--- src/rtl/bmr_pkg.sv ---
package bmr_pkg;

  typedef enum logic [1:0] {
    BW_LONG    = 2'd0,
    BW_HALF    = 2'd1,
    BW_QUARTER = 2'd2
  } bw_e;

  typedef struct packed {
    bw_e  width;
    logic big;
  } cfg_t;

  localparam int unsigned MAX_LANES = 4;
  localparam int unsigned IDX_W     = $clog2(MAX_LANES);

endpackage

--- src/rtl/bmr_cfg_latch.sv ---
module bmr_cfg_latch
  import bmr_pkg::*;
(
  input  logic clk,
  input  logic rst,
  input  logic strap_bm,
  input  logic strap_size,
  input  logic strap_big,
  output cfg_t cfg
);

  bw_e width_dec;

  always_comb begin
    if (!strap_bm)       width_dec = BW_LONG;
    else if (strap_size) width_dec = BW_QUARTER;
    else                 width_dec = BW_HALF;
  end

  // Straps are followed while reset is high; the last value before release sticks.
  always_ff @(posedge clk) begin
    if (rst) begin
      cfg.width <= width_dec;
      cfg.big   <= strap_big;
    end
  end

  // configuration frozen outside master reset
  p_cfg_frozen_r6: assert property (@(posedge clk) disable iff (rst)
    !rst |=> $stable(cfg));

endmodule

--- src/rtl/bmr_entry_hold.sv ---
module bmr_entry_hold
  import bmr_pkg::*;
#(
  parameter int unsigned W = 36
) (
  input  logic             clk,
  input  logic             clr,
  input  bw_e              width,
  input  logic [W-1:0]     fifo_data,
  input  logic             fifo_valid,
  output logic             fifo_pop,
  input  logic             rd_go,
  output logic             held,
  output logic [W-1:0]     cur,
  output logic [IDX_W-1:0] idx,
  output logic             fire
);

  logic last;
  logic consume;

  always_comb begin
    case (width)
      BW_LONG:    last = 1'b1;
      BW_HALF:    last = idx[0];
      BW_QUARTER: last = &idx;
      default:    last = 1'b1;
    endcase
  end

  assign fire     = rd_go & held;
  assign consume  = fire & last;
  assign fifo_pop = fifo_valid & ~clr & (~held | consume);

  always_ff @(posedge clk) begin
    if (clr) begin
      held <= 1'b0;
      idx  <= '0;
      cur  <= '0;
    end else if (fifo_pop) begin
      held <= 1'b1;
      idx  <= '0;
      cur  <= fifo_data;
    end else if (consume) begin
      held <= 1'b0;
      idx  <= '0;
    end else if (fire) begin
      idx  <= idx + 1'b1;
    end
  end

  // entry stays put until its last piece is read
  p_entry_kept_r10: assert property (@(posedge clk) disable iff (clr)
    (held && !consume) |=> (held && $stable(cur)));

  // half mode never walks past the second piece
  p_half_idx_r2: assert property (@(posedge clk) disable iff (clr)
    (width == BW_HALF) |-> (idx <= 1));

  // long mode never advances the piece index
  p_long_idx_r1: assert property (@(posedge clk) disable iff (clr)
    (width == BW_LONG) |-> (idx == '0));

endmodule

--- src/rtl/bmr_lane_sel.sv ---
module bmr_lane_sel
  import bmr_pkg::*;
#(
  parameter int unsigned W = 36
) (
  input  cfg_t             cfg,
  input  logic [W-1:0]     cur,
  input  logic [IDX_W-1:0] idx,
  output logic [W-1:0]     piece
);

  localparam int unsigned H = W / 2;
  localparam int unsigned Q = W / 4;

  logic [H-1:0] half_l [2];
  logic [Q-1:0] qtr_l  [MAX_LANES];

  for (genvar g = 0; g < 2; g++) begin : g_half
    assign half_l[g] = cur[g*H +: H];
  end

  for (genvar g = 0; g < MAX_LANES; g++) begin : g_qtr
    assign qtr_l[g] = cur[g*Q +: Q];
  end

  logic             hsel;
  logic [IDX_W-1:0] qsel;

  // Big-endian order walks the lanes from the top down.
  assign hsel = cfg.big ? ~idx[0] : idx[0];
  assign qsel = cfg.big ? ~idx    : idx;

  always_comb begin
    piece = '0;
    case (cfg.width)
      BW_LONG:    piece          = cur;
      BW_HALF:    piece[H-1:0]   = half_l[hsel];
      BW_QUARTER: piece[Q-1:0]   = qtr_l[qsel];
      default:    piece          = cur;
    endcase
  end

endmodule

--- src/rtl/bus_match_rdport.sv ---
module bus_match_rdport
  import bmr_pkg::*;
#(
  parameter int unsigned W = 36
) (
  input  logic         clk,
  input  logic         rst,
  input  logic         prst,
  input  logic         strap_bm,
  input  logic         strap_size,
  input  logic         strap_big,
  input  logic [W-1:0] fifo_data,
  input  logic         fifo_valid,
  output logic         fifo_pop,
  input  logic         rd_en,
  input  logic         rd_cs_n,
  output logic [W-1:0] dout,
  output logic         dout_valid
);

  localparam int unsigned H = W / 2;
  localparam int unsigned Q = W / 4;

  cfg_t             cfg;
  logic             clr;
  logic             rd_go;
  logic             held;
  logic             fire;
  logic [W-1:0]     cur;
  logic [IDX_W-1:0] idx;
  logic [W-1:0]     piece;

  assign clr   = rst | prst;
  assign rd_go = rd_en & ~rd_cs_n;

  bmr_cfg_latch u_cfg (
    .clk        (clk),
    .rst        (rst),
    .strap_bm   (strap_bm),
    .strap_size (strap_size),
    .strap_big  (strap_big),
    .cfg        (cfg)
  );

  bmr_entry_hold #(.W(W)) u_hold (
    .clk        (clk),
    .clr        (clr),
    .width      (cfg.width),
    .fifo_data  (fifo_data),
    .fifo_valid (fifo_valid),
    .fifo_pop   (fifo_pop),
    .rd_go      (rd_go),
    .held       (held),
    .cur        (cur),
    .idx        (idx),
    .fire       (fire)
  );

  bmr_lane_sel #(.W(W)) u_sel (
    .cfg   (cfg),
    .cur   (cur),
    .idx   (idx),
    .piece (piece)
  );

  always_ff @(posedge clk) begin
    if (clr) begin
      dout       <= '0;
      dout_valid <= 1'b0;
    end else if (fire) begin
      dout       <= piece;
      dout_valid <= 1'b1;
    end else begin
      dout_valid <= 1'b0;
    end
  end

  // output register empty right after master reset
  p_reset_clear_r7: assert property (@(posedge clk) disable iff (rst)
    $fell(rst) |-> (dout == '0 && !dout_valid));

  // partial reset empties the output register
  p_prst_clear_r8: assert property (@(posedge clk) disable iff (rst)
    prst |=> (dout == '0 && !dout_valid));

  // no qualified read, no change
  p_idle_hold_r9: assert property (@(posedge clk) disable iff (clr)
    !rd_go |=> ($stable(dout) && !dout_valid));

  // read with nothing held yields nothing
  p_empty_read_r12: assert property (@(posedge clk) disable iff (clr)
    (rd_go && !held) |=> ($stable(dout) && !dout_valid));

  // unused upper lanes stay zero
  p_upper_zero_half_r11: assert property (@(posedge clk) disable iff (clr)
    (cfg.width == BW_HALF) |-> (dout[W-1:H] == '0));

  p_upper_zero_qtr_r11: assert property (@(posedge clk) disable iff (clr)
    (cfg.width == BW_QUARTER) |-> (dout[W-1:Q] == '0));

endmodule

--- config.mk ---
export PLATFORM = sky130hd
export DESIGN_NAME = bus_match_rdport
export DESIGN_NICKNAME = d
export VERILOG_FILES = /design/src/rtl/bmr_pkg.sv /design/src/rtl/bmr_cfg_latch.sv /design/src/rtl/bmr_entry_hold.sv /design/src/rtl/bmr_lane_sel.sv /design/src/rtl/bus_match_rdport.sv
export SDC_FILE = /design/constraint.sdc
export NUM_CORES = 1
export LEC_CHECK = 0
export CORE_MARGIN = 4
export CORE_UTILIZATION = 52
export DETAILED_ROUTE_END_ITERATION = 10
export PLACE_DENSITY_LB_ADDON = 0.15
export SKIP_CTS_REPAIR_TIMING = 1
export SYNTH_ARGS = -nofsm -noshare
export SYNTH_HDL_FRONTEND = slang
export SYNTH_HIERARCHICAL = 1
export SYNTH_SLANG_ARGS = --single-unit
--- constraint.sdc ---
create_clock -name clk -period 3.11 [get_ports clk]
set_clock_uncertainty 0.2 [all_clocks]
set_input_delay 0.311 -clock clk [delete_from_list [all_inputs] [get_ports clk]]
set_output_delay 0.311 -clock clk [all_outputs]
set_load 0.01 [all_outputs]
After elaboration in Yosys (flattened, before gate mapping)
Cells that the tools add are included.

Add/sub/neg operators: 1. Magnitude comparators: 2. Equal/unequal tests: 2. Mux-type cells: 16. Bitwise logic cells: 14. Reduce and logical (&&, ||, !) cells: 4.

Operators by type and width (number): 2-to-1 mux 18 bit (4); case mux 9 bit (2 select lines) (2); binary-select mux 9 bit (select 2 bit) (1); 2-to-1 mux 9 bit (2); bitwise AND 1 bit (5); 2-to-1 mux 1 bit (4); 2-to-1 mux 2 bit (2); inverter 1 bit (4); >= comparator 3 bit (second input constant) (1); inverter 2 -> 3 bit (1); OR reduction 3 bit (1); adder 2 x 1 -> 2 bit (second input constant) (1); == test 2 x 1 -> 1 bit (second input constant) (1); == test 2 bit (second input constant) (1); >= comparator 2 bit (second input constant) (1); inverter 1 -> 2 bit (1); inverter 2 bit (1); bitwise OR 1 bit (2); case mux 1 bit (2 select lines) (1); AND reduction 2 bit (1); nonzero test 2 bit (1); OR reduction 2 bit (1).

Register bits: 79. Input bits: 45. Output and inout bits: 38.

Longest topological paths before layout
Depth in word-level cells: 7. Mapped depth: 9.

Hierarchy
The synthesis kept the hierarchy.

By module, submodules not included: bmr_entry_hold (instances 1, cells each 140, area an instance 1620.3 um^2, seq. area each 780.7 um^2); bus_match_rdport (instances 1, cells each 121, area an instance 1347.5 um^2, seq. area each 740.7 um^2); bmr_lane_sel (instances 1, cells each 167, area an instance 1226.2 um^2, seq. area each 0.0 um^2); bmr_cfg_latch (instances 1, cells each 5, area an instance 106.4 um^2, seq. area each 90.1 um^2).

Worst setup path after synthesis
OpenSTA, ideal clock, no wires.

Path kind: register -> register. Start point: reg, netlist name u_cfg/cfg[1]. End point: reg u_hold.cur[0]. Arrival: 1.851 ns. Slack: 0.938 ns. Cell stages (with the launch flop): 7. Buffers on the path: 1. Period minus slack after synthesis: 2.172 ns. Cell sequence: edfxtp_1 inv_1 ha_1 a221o_1 o211ai_4 buf_6 mux2_2.

Longest elaborated chain between the ends: 5. Elaborated cells between the ends (all ways): 6. Those cells by class: eq/ne: 2; mux: 1; bitwise: 3.

RTL lines: == test 2 bit or == test 2 x 1 -> 1 bit (tied branches) (line bmr_entry_hold.sv:23) `case (width)`; case mux 1 bit (2 select lines) (*) (line bmr_entry_hold.sv:23); bitwise AND 1 bit (*) (line bmr_entry_hold.sv:32) `assign consume = fire & last;`; bitwise OR 1 bit (*) (line bmr_entry_hold.sv:33) `assign fifo_pop = fifo_valid & ~clr & (~held | consume);`; bitwise AND 1 bit (*) (line bmr_entry_hold.sv:33); end signal, assigned (line bmr_entry_hold.sv:43) `cur <= fifo_data;`; end, declared (line bmr_entry_hold.sv:14) `output logic [W-1:0] cur,`.

Mark *: on every way between the ends. The rest lies on a longest branch, timed or not. A chain may end at the register's enable or synchronous reset.

Final worst setup path
Start point: reg, netlist name u_cfg/cfg[1]. End point: out fifo_pop.

Longest elaborated chain between the ends: 5. Elaborated cells between the ends (all ways): 6. Those cells by class: eq/ne: 2; mux: 1; bitwise: 3.

RTL lines: == test 2 bit or == test 2 x 1 -> 1 bit (tied branches) (line bmr_entry_hold.sv:23); case mux 1 bit (2 select lines) (*) (line bmr_entry_hold.sv:23); bitwise AND 1 bit (*) (line bmr_entry_hold.sv:32); bitwise OR 1 bit (*) (line bmr_entry_hold.sv:33); bitwise AND 1 bit (*) (line bmr_entry_hold.sv:33); end, declared (line bus_match_rdport.sv:14) `output logic fifo_pop,`.

Marks and branches as above.

==> impl_metrics.env <==
export IMPL_synth_nets=483
export IMPL_grt_pass1_vias=3259
export IMPL_io_buffers=82
export IMPL_fin_crit_sh=0.885
export IMPL_cts_num_sinks=79
export IMPL_crit_end="fifo_pop"
export IMPL_holdWs_ns=0.296
export IMPL_finalSetupViolCount=0
export IMPL_synth_main_ff_cell="dfxtp_1"
export IMPL_final_area_um2=5330
export IMPL_clk_pin_slew_ns=0.09
export IMPL_ys_ff_latch=79
export IMPL_antenna_cells=0
export IMPL_grt_usage=0.209
export IMPL_via_per_inst=5.39
export IMPL_ys_seq_area_frac=0.375
export IMPL_initial_core_util=0.545
export IMPL_dpl_cell_area_um2=5090
export IMPL_ir_worst_vdd_v=0.000243
export IMPL_rr_worst_depth=9
export IMPL_final_nets=554
export IMPL_gp_congestion=0.873
export IMPL_finalHoldViolations=0
export IMPL_rsz0062_at_grt="no"
export IMPL_grt_pass1_wl_um=16400
export IMPL_tightest_slew_ns=0.922
export IMPL_clk_latency_ns=0.36
export IMPL_min_path_type="reg -> reg"
export IMPL_cp_required_ns=2.60
export IMPL_fin_cells=611
export IMPL_cts_tree="yes"
export IMPL_root_buffer="clkbuf_8"
export IMPL_post_route_util=0.676
export IMPL_setup_tns_ns=0
export IMPL_coreArea_um2=7890
export IMPL_layout_common_cells="82 x clkdlybuf4s50_1, 75 x dfxtp_1, 68 x mux2i_1, 40 x nor2b_1, 39 x nor2_1"
export IMPL_dieHeight_um=98.9
export IMPL_arrival_ns=2.24
export IMPL_min_period_ns=2.75
export IMPL_antenna_found_initial=0
export IMPL_reg2reg_to="dout[2]"
export IMPL_synth_edf_count=3
export IMPL_async_flop_share=0
export IMPL_ios=83
export IMPL_grt_max_degree=77
export IMPL_synth_cell_types=44
export IMPL_drcViolationCount=0
export IMPL_avgRoutedWirePerCell_um=16.5
export IMPL_slew_violations=0
export IMPL_hpwl_um=7090
export IMPL_dr_first_iter_drc_count=142
export IMPL_die_area_um2=9790
export IMPL_drive_above_1_share=0.139
export IMPL_crit_type="reg -> out"
export IMPL_crit_path_start_kind="flop"
export IMPL_grt_overflow=0
export IMPL_fmax_ghz=0.363
export IMPL_r2r_start="u_cfg/cfg[1]"
export IMPL_status="finished clean"
export IMPL_leakage_nw=1.89
export IMPL_critical_path_max_fanout=4
export IMPL_routed_wl_um=10100
export IMPL_ys_warn_count=6
export IMPL_die_x_um=98.9
export IMPL_syn_inst=433
export IMPL_clock_path_buffers=2
export IMPL_cap_violations=0
export IMPL_layout_commonest_cell="clkdlybuf4s50_1"
export IMPL_std_cell_rows=32
export IMPL_synthesis_area_um2=4300
export IMPL_hold_depth=2
export IMPL_place_inst=595
export IMPL_vias=3292
export IMPL_num_fill_cells=651
export IMPL_htreeDepth=3
export IMPL_avgSynthCellArea_um2=9.93
export IMPL_powerDensity_nw_per_um2=425
export IMPL_ant_nets=0
export IMPL_max_slew_margin_rel=0.383
export IMPL_cts_buffers_inserted=9
export IMPL_first_pass_iters=4
export IMPL_cp_startpoint="u_cfg/cfg[1]"
export IMPL_syn_to_final_growth_pct=24.0
export IMPL_end_kind="output port"
export IMPL_rrSetupSlack_ns=0.68
[how the worst min path moves through the flow]
stage / start / end / slack (ns)
after global placement: dout[20] / dout[20] / 0.27
after floorplan: strap_big / u_cfg/cfg[0] / 0.21
after CTS: strap_big / u_cfg/cfg[0] / 0.29
final: dout[20] / dout[20] / 0.30
after global routing: strap_big / u_cfg/cfg[0] / 0.29
after detailed placement: dout[0] / dout[0] / 0.29
[kinds of logic after synthesis]
family | synth area share
fa+ha+maj | 0.0145
flops | 0.375
xor+xnor | 0.00378
compound gates | 0.100
buf+inv | 0.0666
mux | 0.258
simple gates | 0.182
[metrics by stage]
stage | setup slack [ns] | power, mW
2_1_floorplan | 0.938 | 1.26
3_3_place_gp | 0.590 | 1.35
3_5_place_dp | 0.548 | 1.36
4_1_cts | 0.306 | 2.29
5_1_grt | 0.233 | 2.36
6_report | 0.358 | 2.27
[power breakdown]
group	switching (mW)	internal [mW]	total, mW
clock network	0.396	0.536	0.932
logic	0.129	0.134	0.262
registers	0.0315	1.04	1.07
[layout make-up]
class | instances | area (um^2) | share of cell area
Clock buffer | 9 | 124 | 0.0232
Inverter | 8 | 30.0 | 0.00563
Multi-Input combinational cell | 313 | 2400 | 0.451
Tap cell | 102 | 128 | 0.0239
Timing Repair Buffer | 93 | 916 | 0.172
Clock inverter | 7 | 119 | 0.0223
Sequential cell | 79 | 1610 | 0.303
[state kept, by name (all words and copies together) (netlist names)]
register	count
dout	36
dout_valid	1
u_hold/cur	36
u_hold/idx	2
u_hold/held	1
u_cfg/cfg	3
[critical path: stages, from the launching register on]
cell	delay (ns)
edfxtp_1	0.42
inv_1	0.07
ha_1	0.28
a221o_1	0.34
o211ai_4	0.22
inv_1	0.06
clkdlybuf4s50_1	0.48
[layer usage]
| metal | share of wire | global-route usage |
|---|---|---|
| met1 | 0.45 | 0.266 |
| met2 | 0.48 | 0.349 |
| met3 | 0.055 | 0.0410 |
| met4 | 0.016 | 0.0788 |
| met5 | 0 | 0 |
[cell usage after synthesis, drive strengths merged, types with 8 or more instances]
| cell type | number | area [um^2] |
|---|---|---|
| nor2 | 39 | 146 |
| o21ai | 9 | 45.0 |
| clkbuf | 9 | 33.8 |
| buf | 24 | 223 |
| mux2 | 38 | 428 |
| a22oi | 9 | 67.6 |
| inv | 8 | 30.0 |
| nor2b | 40 | 250 |
| nand2 | 19 | 71.3 |
| dfxtp | 76 | 1520 |
| and2 | 26 | 164 |
| mux2i | 68 | 681 |
| a22o | 16 | 140 |
| a221oi | 8 | 70.1 |
Power figures use the tool's default switching activity.
